--- src/rtl/rxs_pkg.sv ---
package rxs_pkg;
    typedef enum logic [2:0] {
        S_IDLE,
        S_START,
        S_DATA,
        S_PARITY,
        S_STOP,
        S_WAITHI
    } rx_state_e;

    localparam int STAT_W  = 4;
    localparam int ST_PE   = 0;
    localparam int ST_FE   = 1;
    localparam int ST_OVR  = 2;
    localparam int ST_BRK  = 3;
endpackage

--- src/rtl/rxs_frame.sv ---
module rxs_frame
    import rxs_pkg::*;
#(
    parameter int DBITS = 8,
    parameter int OSR   = 16
) (
    input  logic             clk,
    input  logic             rst_n,
    input  logic             tick,
    input  logic             rxd,
    input  logic             par_en,
    input  logic             par_odd,
    output logic             done,
    output logic [DBITS-1:0] data,
    output logic             pe,
    output logic             fe,
    output logic             brk
);
    localparam int CW   = $clog2(OSR);
    localparam int BW   = $clog2(DBITS);
    localparam logic [CW-1:0] HALF_M1 = CW'(OSR / 2 - 1);
    localparam logic [CW-1:0] FULL_M1 = CW'(OSR - 1);
    localparam logic [BW-1:0] LAST_B  = BW'(DBITS - 1);

    rx_state_e        state_q, state_d;
    logic [CW-1:0]    cnt;
    logic [BW-1:0]    bitn;
    logic [DBITS-1:0] sh;
    logic             pbit;
    logic             mid;

    assign mid = tick && (cnt == FULL_M1);

    always_ff @(posedge clk) begin
        if (!rst_n) state_q <= S_IDLE;
        else        state_q <= state_d;
    end

    always_comb begin
        state_d = state_q;
        unique case (state_q)
            S_IDLE:   if (tick && !rxd) state_d = S_START;
            S_START:  if (tick && cnt == HALF_M1) state_d = rxd ? S_IDLE : S_DATA;
            S_DATA:   if (mid && bitn == LAST_B) state_d = par_en ? S_PARITY : S_STOP;
            S_PARITY: if (mid) state_d = S_STOP;
            S_STOP:   if (mid) state_d = rxd ? S_IDLE : S_WAITHI;
            S_WAITHI: if (rxd) state_d = S_IDLE;
            default:  state_d = S_IDLE;
        endcase
    end

    always_ff @(posedge clk) begin
        if (!rst_n) begin
            cnt  <= '0;
            bitn <= '0;
            sh   <= '0;
            pbit <= 1'b0;
            done <= 1'b0;
            data <= '0;
            pe   <= 1'b0;
            fe   <= 1'b0;
            brk  <= 1'b0;
        end else begin
            done <= 1'b0;
            unique case (state_q)
                S_IDLE: begin
                    cnt  <= '0;
                    bitn <= '0;
                    pbit <= 1'b0;
                end
                S_START: if (tick) cnt <= (cnt == HALF_M1) ? '0 : cnt + 1'b1;
                S_DATA: if (tick) begin
                    cnt <= cnt + 1'b1;
                    if (cnt == FULL_M1) begin
                        sh   <= {rxd, sh[DBITS-1:1]};
                        bitn <= bitn + 1'b1;
                    end
                end
                S_PARITY: if (tick) begin
                    cnt <= cnt + 1'b1;
                    if (cnt == FULL_M1) pbit <= rxd;
                end
                S_STOP: if (tick) begin
                    cnt <= cnt + 1'b1;
                    if (cnt == FULL_M1) begin
                        done <= 1'b1;
                        data <= sh;
                        pe   <= par_en & ((^sh) ^ pbit ^ par_odd);
                        fe   <= !rxd;
                        brk  <= !rxd && (sh == '0) && !(par_en && pbit);
                    end
                end
                S_WAITHI: cnt <= '0;
                default:  cnt <= '0;
            endcase
        end
    end

    a_r2_start_gate: assert property (@(posedge clk) disable iff (!rst_n)
        (state_q == S_START && tick && cnt == HALF_M1 && rxd) |=> state_q == S_IDLE);
    a_r9_brk_zero: assert property (@(posedge clk) disable iff (!rst_n)
        (done && brk) |-> (fe && data == '0));
    a_r8_wait_high: assert property (@(posedge clk) disable iff (!rst_n)
        (state_q == S_WAITHI && !rxd) |=> state_q == S_WAITHI);
endmodule

--- src/rtl/rxs_fifo.sv ---
module rxs_fifo #(
    parameter int W     = 12,
    parameter int DEPTH = 4
) (
    input  logic         clk,
    input  logic         rst_n,
    input  logic         wr_en,
    input  logic [W-1:0] wr_data,
    input  logic         rd_en,
    output logic [W-1:0] rd_data,
    output logic         empty,
    output logic         full
);
    localparam int AW = $clog2(DEPTH);

    logic [W-1:0]  mem [DEPTH];
    logic [AW-1:0] wptr, rptr;
    logic [AW:0]   count;
    logic          pop;

    assign empty   = (count == '0);
    assign full    = (count == (AW+1)'(DEPTH));
    assign pop     = rd_en && !empty;
    assign rd_data = mem[rptr];

    always_ff @(posedge clk) begin
        if (!rst_n) begin
            wptr  <= '0;
            rptr  <= '0;
            count <= '0;
        end else begin
            if (wr_en) begin
                wptr <= (wptr == AW'(DEPTH - 1)) ? '0 : wptr + 1'b1;
            end
            if (pop) begin
                rptr <= (rptr == AW'(DEPTH - 1)) ? '0 : rptr + 1'b1;
            end
            if (wr_en && !pop)      count <= count + 1'b1;
            else if (pop && !wr_en) count <= count - 1'b1;
        end
    end

    always_ff @(posedge clk) begin
        if (wr_en) mem[wptr] <= wr_data;
    end

    a_r5_no_overflow: assert property (@(posedge clk) disable iff (!rst_n)
        wr_en |-> !full);
    a_r3_fill_step: assert property (@(posedge clk) disable iff (!rst_n)
        (wr_en && !rd_en) |=> count == $past(count) + 1'b1);
    a_r4_empty_pop: assert property (@(posedge clk) disable iff (!rst_n)
        (rd_en && empty && !wr_en) |=> empty);
endmodule

--- src/rtl/rxs_top.sv ---
module rxs_top
    import rxs_pkg::*;
#(
    parameter int DBITS = 8,
    parameter int OSR   = 16,
    parameter int DEPTH = 4
) (
    input  logic             clk,
    input  logic             rst_n,
    input  logic             os_tick,
    input  logic             rxd,
    input  logic             par_en,
    input  logic             par_odd,
    input  logic             rd_en,
    output logic             rd_valid,
    output logic [DBITS-1:0] rd_data,
    output logic [STAT_W-1:0] rd_stat
);
    localparam int EW = DBITS + STAT_W;

    logic             done, pe, fe, brk;
    logic [DBITS-1:0] fdata;
    logic             hold_vld;
    logic [DBITS-1:0] hold_data;
    logic [STAT_W-1:0] hold_stat;
    logic             push, empty, full;
    logic [EW-1:0]    head;

    rxs_frame #(.DBITS(DBITS), .OSR(OSR)) u_frame (
        .clk(clk), .rst_n(rst_n), .tick(os_tick), .rxd(rxd),
        .par_en(par_en), .par_odd(par_odd),
        .done(done), .data(fdata), .pe(pe), .fe(fe), .brk(brk)
    );

    assign push = hold_vld && !full;

    always_ff @(posedge clk) begin
        if (!rst_n) begin
            hold_vld  <= 1'b0;
            hold_data <= '0;
            hold_stat <= '0;
        end else if (done) begin
            hold_vld              <= 1'b1;
            hold_data             <= fdata;
            hold_stat[ST_PE]      <= pe;
            hold_stat[ST_FE]      <= fe;
            hold_stat[ST_BRK]     <= brk;
            hold_stat[ST_OVR]     <= hold_vld && !push;
        end else if (push) begin
            hold_vld <= 1'b0;
        end
    end

    rxs_fifo #(.W(EW), .DEPTH(DEPTH)) u_fifo (
        .clk(clk), .rst_n(rst_n),
        .wr_en(push), .wr_data({hold_stat, hold_data}),
        .rd_en(rd_en), .rd_data(head),
        .empty(empty), .full(full)
    );

    assign rd_valid = !empty;
    assign rd_data  = head[DBITS-1:0];
    assign rd_stat  = head[EW-1:DBITS];

    a_r6_ovr_mark: assert property (@(posedge clk) disable iff (!rst_n)
        (done && hold_vld && full) |=> (hold_vld && hold_stat[ST_OVR]));
    a_r5_hold_kept: assert property (@(posedge clk) disable iff (!rst_n)
        (hold_vld && full && !done) |=> hold_vld);
endmodule

--- config.mk ---
export PLATFORM = sky130hd
export DESIGN_NAME = rxs_top
export DESIGN_NICKNAME = d
export VERILOG_FILES = /design/src/rtl/rxs_pkg.sv /design/src/rtl/rxs_frame.sv /design/src/rtl/rxs_fifo.sv /design/src/rtl/rxs_top.sv
export SDC_FILE = /design/constraint.sdc
export NUM_CORES = 1
export LEC_CHECK = 0
export BUFFER_PORTS_ARGS = -buffer_cell sky130_fd_sc_hd__buf_2
export CAP_MARGIN = 5
export CORE_MARGIN = 1
export CORE_UTILIZATION = 45
export DETAILED_ROUTE_END_ITERATION = 6
export PLACE_DENSITY = 0.6
export SYNTH_ARGS = -nofsm -noshare
export SYNTH_HDL_FRONTEND = slang
export SYNTH_SLANG_ARGS = --single-unit
export TNS_END_PERCENT = 1
--- constraint.sdc ---
create_clock -name clk -period 4.4 [get_ports clk]
set_input_delay 0.88 -clock clk [delete_from_list [all_inputs] [get_ports clk]]
set_output_delay 0.88 -clock clk [all_outputs]
set_load 0.01 [all_outputs]
* Word level (Yosys, flattened, before mapping)
Memory sizes are Yosys's and may differ from the RTL's. A register that Yosys moved wholly into a read port is not among the register bits.
Cells that the tools add are included.
** Word-level totals
- RAM bits :: 48
- Flip-flop bits (word level) :: 51
- Logic and storage cells :: 114
- Memories kept :: 1
- Output and inout port bits :: 13
** Cells by class
- Bitwise logic cells :: 3
- Equal/unequal tests :: 23
- Reductions and logical operators :: 34
- $add $sub $neg :: 6
- Multiplexer cells :: 31
** Memory list
- u_fifo.mem :: depth 4, width 12, rd ports 1, clocked after memory_dff 1, write ports 1, line rxs_fifo.sv:16 : logic [W-1:0] mem [DEPTH];
** Operator list (count)
- 2-to-1 mux 3 bit :: 12
- case mux 3 bit (6 select lines) :: 1
- != test 2 x 1 -> 1 bit, second input constant :: 8
- AND reduction 3 bit :: 5
- == test 3 bit, second input constant :: 4
- logical AND 1 bit :: 12
- 2-to-1 mux 4 bit :: 3
- 2-to-1 mux 2 bit :: 5
- zero test 8 bit :: 1
- != test 2 bit, second input constant :: 4
- case mux 4 bit (2 select lines) :: 1
- nonzero test 2 bit :: 4
- XOR reduction 8 bit :: 1
- 2-to-1 mux 1 bit :: 7
- adder 3 x 1 -> 3 bit, second input constant :: 2
- == test 3 x 2 -> 1 bit, second input constant :: 2
- zero test 1 bit :: 6
- zero test 3 bit :: 2
- case mux 3 bit (2 select lines) :: 1
- AND reduction 6 bit :: 1
- adder 2 x 1 -> 2 bit, second input constant :: 2
- adder 4 x 1 -> 4 bit, second input constant :: 1
- == test 2 bit, second input constant :: 2
- == test 4 x 3 -> 1 bit, second input constant :: 1
- 8 further kinds :: 9

* Logic depth before layout (Yosys ltp)
- Depth in word-level cells :: 7
- Mapped depth :: 8
- Mapped depth without buffers :: 8

* Hierarchy
Synthesis repeated with hierarchy kept, for this count alone.
** Second synthesis, totals
- Cell total of the unflattened synthesis :: 342
- Area total of the unflattened synthesis :: 4311.6 um^2
** By module, submodules not included
- rxs_fifo :: cells an instance 108, instances 1, area an instance 2198.4 um^2
- rxs_frame :: cells an instance 189, instances 1, area an instance 1600.3 um^2
- rxs_top :: cells an instance 45, instances 1, area an instance 513.0 um^2

* Least setup slack after synthesis
Ideal clock, no wire load.
- Path kind :: in2reg
- Start point :: input rd_en
- End point :: register u_fifo.count[2]
- Setup slack :: 2.125 ns
- Library setup time :: 0.076 ns
- Arrival time :: 2.199 ns
- Data required time :: 4.324 ns
- Buffers on the path :: 0
- Stages :: 7
- Cells stage by stage :: nand2_1 ha_1 inv_1 fa_1 xor2_1 or3_1 a21boi_0
** On the way
- Longest elaborated chain between the ends :: 4
- Elaborated cells between the ends (all ways) :: 6
** RTL lines
- from (decl) :: line rxs_top.sv:14 : input logic rd_en,
- logical AND 1 bit (*) :: line rxs_fifo.sv:23 : assign pop = rd_en && !empty;
- zero test 1 bit :: line rxs_fifo.sv:38 : if (wr_en && !pop) count <= count + 1'b1;
- logical AND 1 bit :: line rxs_fifo.sv:38
- 2-to-1 mux 3 bit / nonzero test 2 bit (equally long branches)
- to (signal assigned) :: line rxs_fifo.sv:38
- to (signal assigned) :: line rxs_fifo.sv:39 : else if (pop && !wr_en) count <= count - 1'b1;
- to (decl) :: line rxs_fifo.sv:18 : logic [AW:0] count;
Every way passes the cells marked *; elsewhere a longest branch is shown, timed or not.
A chain may end at the register's enable or synchronous reset.

==> results.sh <==
export IMPL_cts_made_buffers=9
export IMPL_yosysSeqAreaShare_pct=58.3
export IMPL_start_kind="flop"
export IMPL_grt_pass1_vias=2352
export IMPL_fin_util_pct=50.3
export IMPL_synth_top_area_cell="edfxtp_1"
export IMPL_drt_vias_per_instance=4.99
export IMPL_yosys_warnings=0
export IMPL_syn_area_per_cell_um2=12.4
export IMPL_ys_flop_type="dfxtp_1"
export IMPL_drc=0
export IMPL_fill_cells=846
export IMPL_synth_top_area_share_pct=33.6
export IMPL_dr_first_iter_drc_count=68
export IMPL_hold_viol_final=0
export IMPL_synth_most_common_cell="dfxtp_1"
export IMPL_gp_congestion=0.744
export IMPL_drt_pass1_iterations=4
export IMPL_core_area_um2=9240
export IMPL_hold_path_class="reg2reg"
export IMPL_layout_drive_gt1_share_pct=14.1
export IMPL_hpwl_um=4570
export IMPL_drv_slew=0
export IMPL_max_freq_mhz=357
export IMPL_timing_setup_tns_ps=0
export IMPL_initial_utilization_pct=46.4
export IMPL_path_class="reg2out"
export IMPL_p_leak_nw=1.55
export IMPL_layout_setup_ws_ps=1600
export IMPL_clk_latency_ps=360
export IMPL_synth_fp_nets=367
export IMPL_grt_pass1_wl_um=11500
export IMPL_synth_distinct_cells=45
export IMPL_wirelength_um=6720
export IMPL_num_vias=2448
export IMPL_portBuffers=19
export IMPL_area_delta_synth_final_pct=8.34
export IMPL_cp_required_ps=3520
export IMPL_maxCapViolCount=0
export IMPL_rsz0062_at_grt="no"
export IMPL_slew_headroom_pct=48.4
export IMPL_overflow=0
export IMPL_htree_levels=3
export IMPL_worst_slew_pin_transition_ps=773
export IMPL_whs_ps=463
export IMPL_post_cts_setup_buffers=0
export IMPL_diodes=0
export IMPL_clockRootBuffer="clkbuf_8"
export IMPL_final_net_count=378
export IMPL_place_area_um2=4470
export IMPL_cts_resized=0
export IMPL_synth_edf_count=48
export IMPL_arrival_ps=1920
export IMPL_grt_max_degree=55
export IMPL_netlist_top_cells_area="edfxtp_1 34%, dfxtp_1 25%, mux4_2 6.3%"
export IMPL_ir_worst_vdd_mv=0.159
export IMPL_skew_ps=11.7
export IMPL_preCtsSetupSlack_ps=1890
export IMPL_wl_per_cell_um=13.7
export IMPL_status="completed"
export IMPL_synthTopCellsByCount="53 x dfxtp_1, 49 x nand2_1, 48 x edfxtp_1"
export IMPL_ant_nets=0
export IMPL_fp_dieW_um=99.6
export IMPL_synth_area_um2=4290
export IMPL_std_cell_rows=35
export IMPL_clk_path_buf_depth=2
export IMPL_fin_area_um2=4650
export IMPL_hold_buffers=0
export IMPL_dieArea_um2=9930
export IMPL_ios=20
export IMPL_grt_antenna_before_repair=0
export IMPL_fin_crit_sh_pct=63.7
export IMPL_clock_sinks=101
export IMPL_clkTransAtPathRegs_ps=100
export IMPL_cts_tree="yes"
export IMPL_finalSetupViolCount=0
export IMPL_cp_max_fo=12
export IMPL_p_per_area_nw_per_um2=358
export IMPL_period_needed_ps=2800
export IMPL_syn_inst=346
export IMPL_synthArstFlopShare_pct=0
export IMPL_ys_ff_latch=101
export IMPL_setup_worst_path_end_class="primary output"
export IMPL_chipHeight_um=99.6
export IMPL_grt_usage_pct=14.9
sequential cells by signal, indices dropped and copies added (netlist names), named ones only:
name             flops
u_fifo.wptr          2
u_frame.brk          1
u_fifo.count         3
u_frame.data         8
u_frame.bitn         3
u_frame.cnt          4
u_fifo.rptr          2
u_frame.pe           1
u_fifo.mem          48
hold_data            8
u_frame.fe           1
hold_stat            4
u_frame.sh           8
u_frame.state_q      3
hold_vld             1
u_frame.done         1
u_frame.pbit         1
placed cells by master (no fill, tap or decap), types with 2 or more instances in the layout:
cell / synthesis / final
dfxtp_1: 53 / 53
nand2_1: 49 / 49
edfxtp_1: 48 / 48
a21boi_0: 20 / 20
mux2i_1: 19 / 19
buf_2: 7 / 19
nor2b_1: 17 / 17
inv_1: 14 / 14
ha_1: 13 / 13
mux4_2: 12 / 12
nand3_1: 11 / 11
clkbuf_8: 0 / 9
nor2_1: 7 / 7
or3_1: 6 / 6
xnor2_1: 6 / 6
and2_1: 5 / 5
and3_1: 4 / 4
xor2_1: 4 / 4
a21boi_1: 3 / 3
o21ai_0: 3 / 3
o22ai_1: 3 / 3
a21oi_1: 3 / 3
and4b_1: 2 / 2
nand2b_1: 2 / 2
o21a_1: 2 / 2
a31oi_1: 2 / 2
inv_6: 0 / 2
clkinv_4: 0 / 2
cell families (layout without fill, tap and decap cells):
logic type,Yosys count,count (layout),synth area share [%]
compound gates,44,44,7.79
xor+xnor,10,10,2.04
fa+ha+maj,14,14,4.26
buf+inv,33,49,3.09
flops,101,101,58.3
mux,31,31,10.7
simple gates,113,113,13.7
final cells by class:
cell class,instances,area (um^2),share of cell area (%)
Timing Repair Buffer,19,95.1,2.05
Clock inverter,6,53.8,1.16
Clock buffer,10,128,2.75
Sequential cell,101,2500,53.9
Inverter,14,52.6,1.13
Multi-Input combinational cell,212,1650,35.6
Tap cell,129,161,3.47
where the power goes:
part           leakage, nW  switching (mW)  internal, mW  total (mW)
Sequential           0.872          0.0317         0.982        1.01
Clock               0.0894           0.321         0.216       0.537
Combinational        0.588          0.0554        0.0563       0.112
per-layer routing:
layer	global-route usage [%]	share of wire (%)	vias up
met2	24.9	47	27
li1	-	-	1252
met1	18.9	49	1162
met3	4.29	2.8	7
met5	0	0	-
met4	4.41	1.1	0
through the flow:
stage               std cells  total power, mW
detailed placement        475             1.15
CTS                       491             1.68
global route              491             1.74
global placement          475             1.14
floorplan                 346             1.13
finish                    491             1.66
worst paths after layout:
path	startpoint	to	slack, ps	cells past startpoint
max	flop	rd_stat[3]	1600	2
min	u_frame.data[0]	u_frame.data[0]	460	2
max reg2reg	u_fifo.count[0]	u_fifo.count[2]	1950	8
min reg2reg	u_frame.data[0]	u_frame.data[0]	460	2
worst max-delay path, cell delays in order, from the launching register on:
cell     delay, ps
dfxtp_1        830
mux4_2         580
buf_2          150
(Power assumes the default switching activity.)
